--- config.mk ---
export PLATFORM = sky130hd
export DESIGN_NAME = rxs_scanner
export DESIGN_NICKNAME = d
export VERILOG_FILES = /design/src/rtl/rxs_pkg.sv /design/src/rtl/rxs_seq.sv /design/src/rtl/rxs_fifo.sv /design/src/rtl/rxs_scanner.sv
export SDC_FILE = /design/constraint.sdc
export NUM_CORES = 1
export LEC_CHECK = 0
export BUFFER_PORTS_ARGS = -buffer_cell sky130_fd_sc_hd__buf_2
export CAP_MARGIN = 20
export CORE_MARGIN = 4
export CORE_UTILIZATION = 53
export DETAILED_ROUTE_END_ITERATION = 10
export PLACE_DENSITY = 0.84
export SLEW_MARGIN = 10
export SYNTH_ARGS = -nofsm -noshare
export SYNTH_HDL_FRONTEND = slang
export SYNTH_SLANG_ARGS = --single-unit
--- constraint.sdc ---
create_clock -name clk -period 3.1 [get_ports clk]
set_input_delay 0.465 -clock clk [delete_from_list [all_inputs] [get_ports clk]]
set_output_delay 0.465 -clock clk [all_outputs]
set_load 0.005 [all_outputs]
--- src/rtl/rxs_pkg.sv ---
package rxs_pkg;
    parameter int unsigned NUM_LINES  = 8;
    parameter int unsigned CHAR_W     = 8;
    parameter int unsigned FIFO_DEPTH = 64;
    localparam int unsigned LINE_W    = $clog2(NUM_LINES);

    typedef enum logic [1:0] {
        PH_SELECT = 2'd0,
        PH_TEST   = 2'd1,
        PH_WRITE  = 2'd2,
        PH_CLEAR  = 2'd3
    } scan_phase_e;

    typedef struct packed {
        logic ovr;
        logic frm;
        logic par;
    } rx_err_t;

    typedef struct packed {
        logic [LINE_W-1:0] line;
        rx_err_t           err;
        logic [CHAR_W-1:0] data;
    } rx_entry_t;

    localparam int unsigned ENTRY_W = $bits(rx_entry_t);
endpackage

--- src/rtl/rxs_seq.sv ---
module rxs_seq
    import rxs_pkg::*;
(
    input  logic              clk,
    input  logic              rst_n,
    output scan_phase_e       phase_o,
    output logic [LINE_W-1:0] line_o
);
    localparam logic [LINE_W-1:0] LAST_LINE = LINE_W'(NUM_LINES - 1);

    typedef struct packed {
        scan_phase_e       phase;
        logic [LINE_W-1:0] line;
    } seq_state_t;

    seq_state_t s_d, s_q;

    always_comb begin
        s_d       = s_q;
        s_d.phase = scan_phase_e'(s_q.phase + 2'd1);
        if (s_q.phase == PH_CLEAR) begin
            s_d.line = (s_q.line == LAST_LINE) ? '0 : s_q.line + 1'b1;
        end
    end

    always_ff @(posedge clk or negedge rst_n) begin
        if (!rst_n) begin
            s_q <= '{phase: PH_SELECT, line: '0};
        end else begin
            s_q <= s_d;
        end
    end

    assign phase_o = s_q.phase;
    assign line_o  = s_q.line;

    AST_LINE_ADVANCE: assert property (@(posedge clk) disable iff (!rst_n)
        (phase_o == PH_CLEAR) |=> (line_o == (($past(line_o) == LAST_LINE) ? '0 : $past(line_o) + 1'b1)));
    AST_STEP_START: assert property (@(posedge clk) disable iff (!rst_n)
        (phase_o == PH_CLEAR) |=> (phase_o == PH_SELECT));
endmodule

--- src/rtl/rxs_fifo.sv ---
module rxs_fifo
    import rxs_pkg::*;
#(
    parameter int unsigned DEPTH = FIFO_DEPTH
) (
    input  logic      clk,
    input  logic      rst_n,
    input  logic      push_i,
    input  rx_entry_t push_entry_i,
    input  logic      pop_i,
    output rx_entry_t head_o,
    output logic      empty_o,
    output logic      full_o
);
    localparam int unsigned PTR_W = $clog2(DEPTH);
    localparam int unsigned CNT_W = $clog2(DEPTH + 1);
    localparam logic [CNT_W-1:0] FULL_CNT = CNT_W'(DEPTH);
    localparam logic [PTR_W-1:0] LAST_PTR = PTR_W'(DEPTH - 1);

    typedef struct packed {
        logic [PTR_W-1:0] wptr;
        logic [PTR_W-1:0] rptr;
        logic [CNT_W-1:0] count;
    } fifo_state_t;

    fifo_state_t f_d, f_q;
    rx_entry_t   mem [DEPTH];
    logic        do_push, do_pop;

    assign empty_o = (f_q.count == '0);
    assign full_o  = (f_q.count == FULL_CNT);
    assign do_push = push_i && !full_o;
    assign do_pop  = pop_i && !empty_o;

    always_comb begin
        f_d = f_q;
        if (do_push) f_d.wptr = (f_q.wptr == LAST_PTR) ? '0 : f_q.wptr + 1'b1;
        if (do_pop)  f_d.rptr = (f_q.rptr == LAST_PTR) ? '0 : f_q.rptr + 1'b1;
        case ({do_push, do_pop})
            2'b10:   f_d.count = f_q.count + 1'b1;
            2'b01:   f_d.count = f_q.count - 1'b1;
            default: f_d.count = f_q.count;
        endcase
    end

    always_ff @(posedge clk or negedge rst_n) begin
        if (!rst_n) begin
            f_q <= '0;
        end else begin
            f_q <= f_d;
        end
    end

    always_ff @(posedge clk) begin
        if (do_push) mem[f_q.wptr] <= push_entry_i;
    end

    assign head_o = mem[f_q.rptr];

    AST_NO_OVERFLOW: assert property (@(posedge clk) disable iff (!rst_n)
        push_i |-> (f_q.count < FULL_CNT));
    AST_EMPTY_POP_HOLDS: assert property (@(posedge clk) disable iff (!rst_n)
        (pop_i && (f_q.count == '0) && !push_i) |=> (f_q.count == '0));
    AST_PUSH_POP_COUNT: assert property (@(posedge clk) disable iff (!rst_n)
        (push_i && pop_i && (f_q.count != '0)) |=> $stable(f_q.count));
endmodule

--- src/rtl/rxs_scanner.sv ---
module rxs_scanner
    import rxs_pkg::*;
#(
    parameter int unsigned RX_DEPTH = FIFO_DEPTH
) (
    input  logic                          clk,
    input  logic                          rst_n,
    input  logic [NUM_LINES-1:0]          ln_rdy,
    input  logic [NUM_LINES*CHAR_W-1:0]   ln_data,
    input  logic [NUM_LINES-1:0]          ln_ovr,
    input  logic [NUM_LINES-1:0]          ln_frm,
    input  logic [NUM_LINES-1:0]          ln_par,
    output logic [NUM_LINES-1:0]          ln_clr,
    input  logic                          rd_en,
    input  logic                          rx_ie,
    output logic [ENTRY_W:0]              rd_data,
    output logic                          rx_avail,
    output logic                          irq
);
    typedef struct packed {
        logic      snap_rdy;
        rx_entry_t snap;
        logic      hit;
    } scan_state_t;

    scan_state_t       s_d, s_q;
    scan_phase_e       phase;
    logic [LINE_W-1:0] line;
    rx_entry_t         line_word [NUM_LINES];
    rx_entry_t         head;
    logic              q_empty, q_full, q_push;

    rxs_seq u_seq (
        .clk     (clk),
        .rst_n   (rst_n),
        .phase_o (phase),
        .line_o  (line)
    );

    for (genvar g = 0; g < NUM_LINES; g++) begin : g_line
        assign line_word[g] = '{line: LINE_W'(g),
                                err:  '{ovr: ln_ovr[g], frm: ln_frm[g], par: ln_par[g]},
                                data: ln_data[g*CHAR_W +: CHAR_W]};
        assign ln_clr[g] = (phase == PH_CLEAR) && s_q.hit && (line == LINE_W'(g));
    end

    always_comb begin
        s_d = s_q;
        case (phase)
            PH_SELECT: begin
                s_d.snap_rdy = ln_rdy[line];
                s_d.snap     = line_word[line];
                s_d.hit      = 1'b0;
            end
            PH_TEST:  s_d.hit = s_q.snap_rdy && !q_full;
            default:  ;
        endcase
    end

    always_ff @(posedge clk or negedge rst_n) begin
        if (!rst_n) begin
            s_q <= '0;
        end else begin
            s_q <= s_d;
        end
    end

    assign q_push = (phase == PH_WRITE) && s_q.hit;

    rxs_fifo #(.DEPTH(RX_DEPTH)) u_fifo (
        .clk          (clk),
        .rst_n        (rst_n),
        .push_i       (q_push),
        .push_entry_i (s_q.snap),
        .pop_i        (rd_en),
        .head_o       (head),
        .empty_o      (q_empty),
        .full_o       (q_full)
    );

    assign rx_avail = !q_empty;
    assign rd_data  = rx_avail ? {1'b1, head} : '0;
    assign irq      = rx_avail && rx_ie;

    AST_CLR_ONEHOT: assert property (@(posedge clk) disable iff (!rst_n)
        $onehot0(ln_clr));
    AST_CLR_SINGLE: assert property (@(posedge clk) disable iff (!rst_n)
        (|ln_clr) |=> (ln_clr == '0));
    AST_CLR_AFTER_STORE: assert property (@(posedge clk) disable iff (!rst_n)
        (|ln_clr) |-> $past(q_push));
endmodule

==> results.rst <==
.. list-table::
   :header-rows: 1

   * - Metric
     - Value
   * - Cell with the biggest individual delay on the critical path
     - mux4_2
   * - Number of buffers created by CTS
     - 88
   * - Starting density of the core
     - between 50% and 60%
   * - Required time worst endpoint
     - 2.63 ns
   * - Number of clock sinks seen by CTS
     - 936
   * - Synthesis-to-layout area growth
     - 18.7%
   * - Sequential power share
     - 41.5%
   * - Commonest non-fill, non-tap cells in the layout
     - 896 x edfxtp_1, 206 x mux4_2, 185 x buf_4, 123 x buf_2, 109 x nor2_1
   * - Max VDD drop
     - 0.547 mV
   * - Failing checks
     - setup timing
   * - Synthesized instance count
     - 1,850
   * - Number of nets in the layout
     - 2,300
   * - Post-DRT Antenna Nets
     - 0
   * - Pin slew with the least headroom to its limit
     - 1.02 ns
   * - Number of port buffers
     - about 120
   * - Final-layout worst hold slack
     - 0.239 ns
   * - Endpoint arrival time on the critical path
     - 3.13 ns
   * - Total leakage power
     - 14.8 nW
   * - Number of violations of the max-capacitance limit
     - 0
   * - Share of the cycle needed by the critical path after routing
     - 116%
   * - Unrepaired setup endpoints after global routing
     - true
   * - Number of vias per cell
     - roughly 6.8
   * - Count of non-filler cells in the finished layout
     - 3,185
   * - Net count after synthesis
     - a little under 2,000
   * - Cell-internal power
     - 24.1 mW
   * - Largest delay contributor family on the critical path
     - compound AO/OA/AOI/OAI gates
   * - Clock latency reported for the late side of the worst-skew pair
     - 0.65 ns
   * - Commonest non-fill, non-tap cell in the layout
     - edfxtp_1
   * - Share of layout cells above drive strength 1
     - between 30% and 40%
   * - Buffer levels on the longest clock path
     - 3
   * - Count of buffering cells on the critical path with inverters included
     - 3
   * - Half-perimeter wire length after placement
     - 56,000 um
   * - Clock Skew
     - roughly 0.032 ns
   * - DIE HEIGHT
     - 273 um
   * - CP dominant cell by count
     - buf_12
   * - Critical setup path kind
     - reg -> out
   * - Post-synthesis instance area
     - 37,200 um^2
   * - Pins Over Slew Limit
     - 0
   * - CP Capture Type
     - primary output
   * - Horiz. Die Dim
     - 273 um
   * - Crit-path max FO
     - 9
   * - Global-route wire length before repair
     - about 150,000 um
   * - Total placed cells including tap cells
     - around 3,000
   * - Fraction of registers with async set/reset
     - 4.27%
   * - Clock transition at path regs
     - 0.07 ns
   * - Outcome
     - complete, but fails checks
   * - Core region area
     - about 69,000 um^2
   * - Number of synthesized flops with an enable pin
     - 896
   * - Nature of the critical path startpoint
     - register
   * - Vias
     - 21,520
   * - Initial antenna violation count
     - 3
   * - YS warnings
     - 0
   * - Post-Synthesis Mean Instance Area
     - 20.1 um^2
   * - Areal power density over the cells
     - 781 nW/um^2
   * - Highest achievable clock rate
     - 278 MHz
   * - Maximum single-stage delay on the critical path
     - around 0.56 ns
   * - Minimum setup slack in the final design
     - -0.499 ns
   * - DRT Pass-1 Iters
     - 5
   * - Min Clock Period, post-route
     - between 3 and 4 ns
   * - Clock root buffer
     - clkbuf_16
   * - Synth area leader
     - edfxtp_1
   * - Count of endpoints failing hold in the final timing report
     - 0
   * - Maximum level of the CTS H-tree
     - 3
   * - Count of endpoints failing setup in the final report
     - 14
   * - Synthesis-stage register bit count
     - 936
   * - Area share of the largest cell type after synthesis
     - 72.4%
   * - Total Routing Usage GR
     - between 20% and 30%
   * - DRT Wirelength
     - approximately 100,000 um
   * - CTS tree
     - yes
   * - Predominant post-synthesis flop cell
     - edfxtp_1
   * - Clock network fraction of total power
     - 31.0%
   * - Top cells by area in the synthesized netlist
     - edfxtp_1 72%, mux4_2 12%, mux2i_1 3.4%
   * - I/O pin total
     - 125
   * - Routed wire per std cell
     - roughly 32 um
   * - Combinational group share of total power
     - between 20 and 30%
   * - Via count of the first global-routing pass
     - 21,546
   * - Count of standard-cell rows
     - 96
   * - Pin count of the biggest net entering global routing
     - 66
   * - Path class of the lowest-slack min-delay path
     - in -> reg
   * - Routability Congestion
     - 0.898
   * - Die footprint
     - ~74,000 um^2
   * - Number of violations reported at the end of detailed-routing iteration 0
     - 3,386
   * - Register area share after synthesis
     - roughly 75%
   * - Total global routing overflow
     - 0
   * - Unique cell type count in the Yosys netlist
     - 56
   * - Number of remaining DRC errors
     - 0
   * - Switching share of power
     - between 30% and 40%
   * - Worst-path cell chain
     - buf_12 -> buf_12 -> mux4_2 -> a2111oi_4 -> o21ai_2 -> a32o_2 -> buf_6
   * - NetSw
     - 10.4 mW
   * - Worst relative slew slack
     - about a third
[synthesized netlist by cell type, types with 2 or more instances]
| cell type | count |
|---|---|
| dfrtp_1 | 40 |
| and3_1 | 7 |
| buf_1 | 4 |
| a31oi_1 | 15 |
| mux4_2 | 206 |
| nand2b_1 | 2 |
| a221oi_1 | 14 |
| a2111oi_2 | 4 |
| and2_1 | 4 |
| and4_1 | 2 |
| a32o_1 | 14 |
| ha_1 | 15 |
| a22oi_1 | 13 |
| a21o_1 | 3 |
| clkbuf_1 | 56 |
| xor2_1 | 4 |
| buf_6 | 8 |
| mux2i_1 | 128 |
| or3_1 | 2 |
| mux2_2 | 5 |
| o22ai_1 | 35 |
| buf_2 | 32 |
| buf_4 | 9 |
| nand2_1 | 46 |
| a2111oi_0 | 2 |
| a41oi_1 | 2 |
| nor3_1 | 6 |
| nand4_1 | 4 |
| nor2_1 | 112 |
| nor2b_1 | 5 |
| inv_1 | 15 |
| o221ai_1 | 12 |
| o31ai_1 | 3 |
| a21oi_1 | 30 |
| edfxtp_1 | 896 |
| a211oi_1 | 12 |
| xnor2_1 | 10 |
| nand3b_1 | 8 |
| o21ai_1 | 7 |
| o21ai_0 | 29 |
| nand3_1 | 14 |
[state kept, by name (all words and copies together) (netlist names)]
register,flops
u_seq.line_o,3
u_fifo.f_q,19
u_seq.phase_o,2
s_q,16
u_fifo.mem,896
[worst paths after layout]
| kind | to | from | cells after the start | slack, ns |
|---|---|---|---|---|
| min | u_fifo.f_q[12] | rd_en | 3 | 0.24 |
| max reg2reg | u_fifo.f_q[6] | u_fifo.f_q[2] | 12 | 0.10 |
| min in group asynchronous | u_fifo.f_q[11] | rst_n | 2 | 0.52 |
| min reg2reg | u_seq.phase_o[0] | u_seq.phase_o[0] | 1 | 0.52 |
| max | rd_data[3] | u_fifo.f_q[7] | 7 | -0.50 |
| max in group asynchronous | s_q[4] | rst_n | 2 | 1.89 |
[worst min-delay path, delay by kind of cell]
kind	cells	cell delay, ns
and+or+nand+nor	1	0.13
AOI/OAI and AO/OA	1	0.09
buffers and inverters	1	0.13
[cell families (layout without fill, tap and decap cells)]
group           Yosys count  in the layout  share of synthesized area (%)
compound gates          205            205                           3.85
xor+xnor                 14             14                          0.330
fa+ha+maj                15             15                          0.505
buf+inv                 125            528                           1.62
flops                   936            936                           75.0
mux                     339            339                           16.1
other cells               0              1                              0
simple gates            216            216                           2.58
[layout make-up]
type / instances / area, um^2
sequential: 936 / 27900
fill: 4246 / 24900
multi-input combinational: 789 / 9220
timing repair buffer: 354 / 2920
clock buffer: 110 / 2360
tap: 931 / 1160
clock inverter: 48 / 453
inverter: 16 / 61.3
antenna: 1 / 2.50
[routing by layer]
layer  wire length, um  track usage [%]  vias up
met5                11                0        -
met2             49500             43.1     1932
met4              5650             10.8        2
met3             13300             7.62      389
met1             33900             35.0    10852
li1                  -                -     8345
[timing repair]
item / in CTS / in global routing
pin swaps: 16 / 16
endpoints found under the setup margin: 16 / 16
gates cloned: 5 / 3
endpoints found under the hold margin: 40 / 0
hold buffers: 1 / 0
setup buffers: 17 / 25
resized for setup: 112 / 50
[per-stage QoR]
step	setup slack [ns]	power (mW)	util, %	TNS (ns)	instance area, um^2
3_5_place_dp	-0.374	22.1	57.9	-0.424	40000
5_1_grt	-0.549	35.3	63.9	-6.47	44100
3_3_place_gp	-0.361	21.9	57.9	-0.361	40000
4_1_cts	-0.424	33.6	63.1	-5.19	43600
6_report	-0.499	34.4	63.9	-5.86	44100
2_1_floorplan	0.0319	18.8	-	0	37200
[power groups by stage]
| stage | Sequential (mW) | Clock [mW] | Combinational [mW] |
|---|---|---|---|
| 6_report | 14.3 | 10.7 | 9.46 |
| 4_1_cts | 14.3 | 10.7 | 8.60 |
| 3_3_place_gp | 14.5 | 0 | 7.35 |
| 2_1_floorplan | 14.3 | 0 | 4.46 |
| 5_1_grt | 14.3 | 11.3 | 9.69 |
| 3_5_place_dp | 14.5 | 0 | 7.57 |
Note: power is estimated with default switching activity, not from simulation.
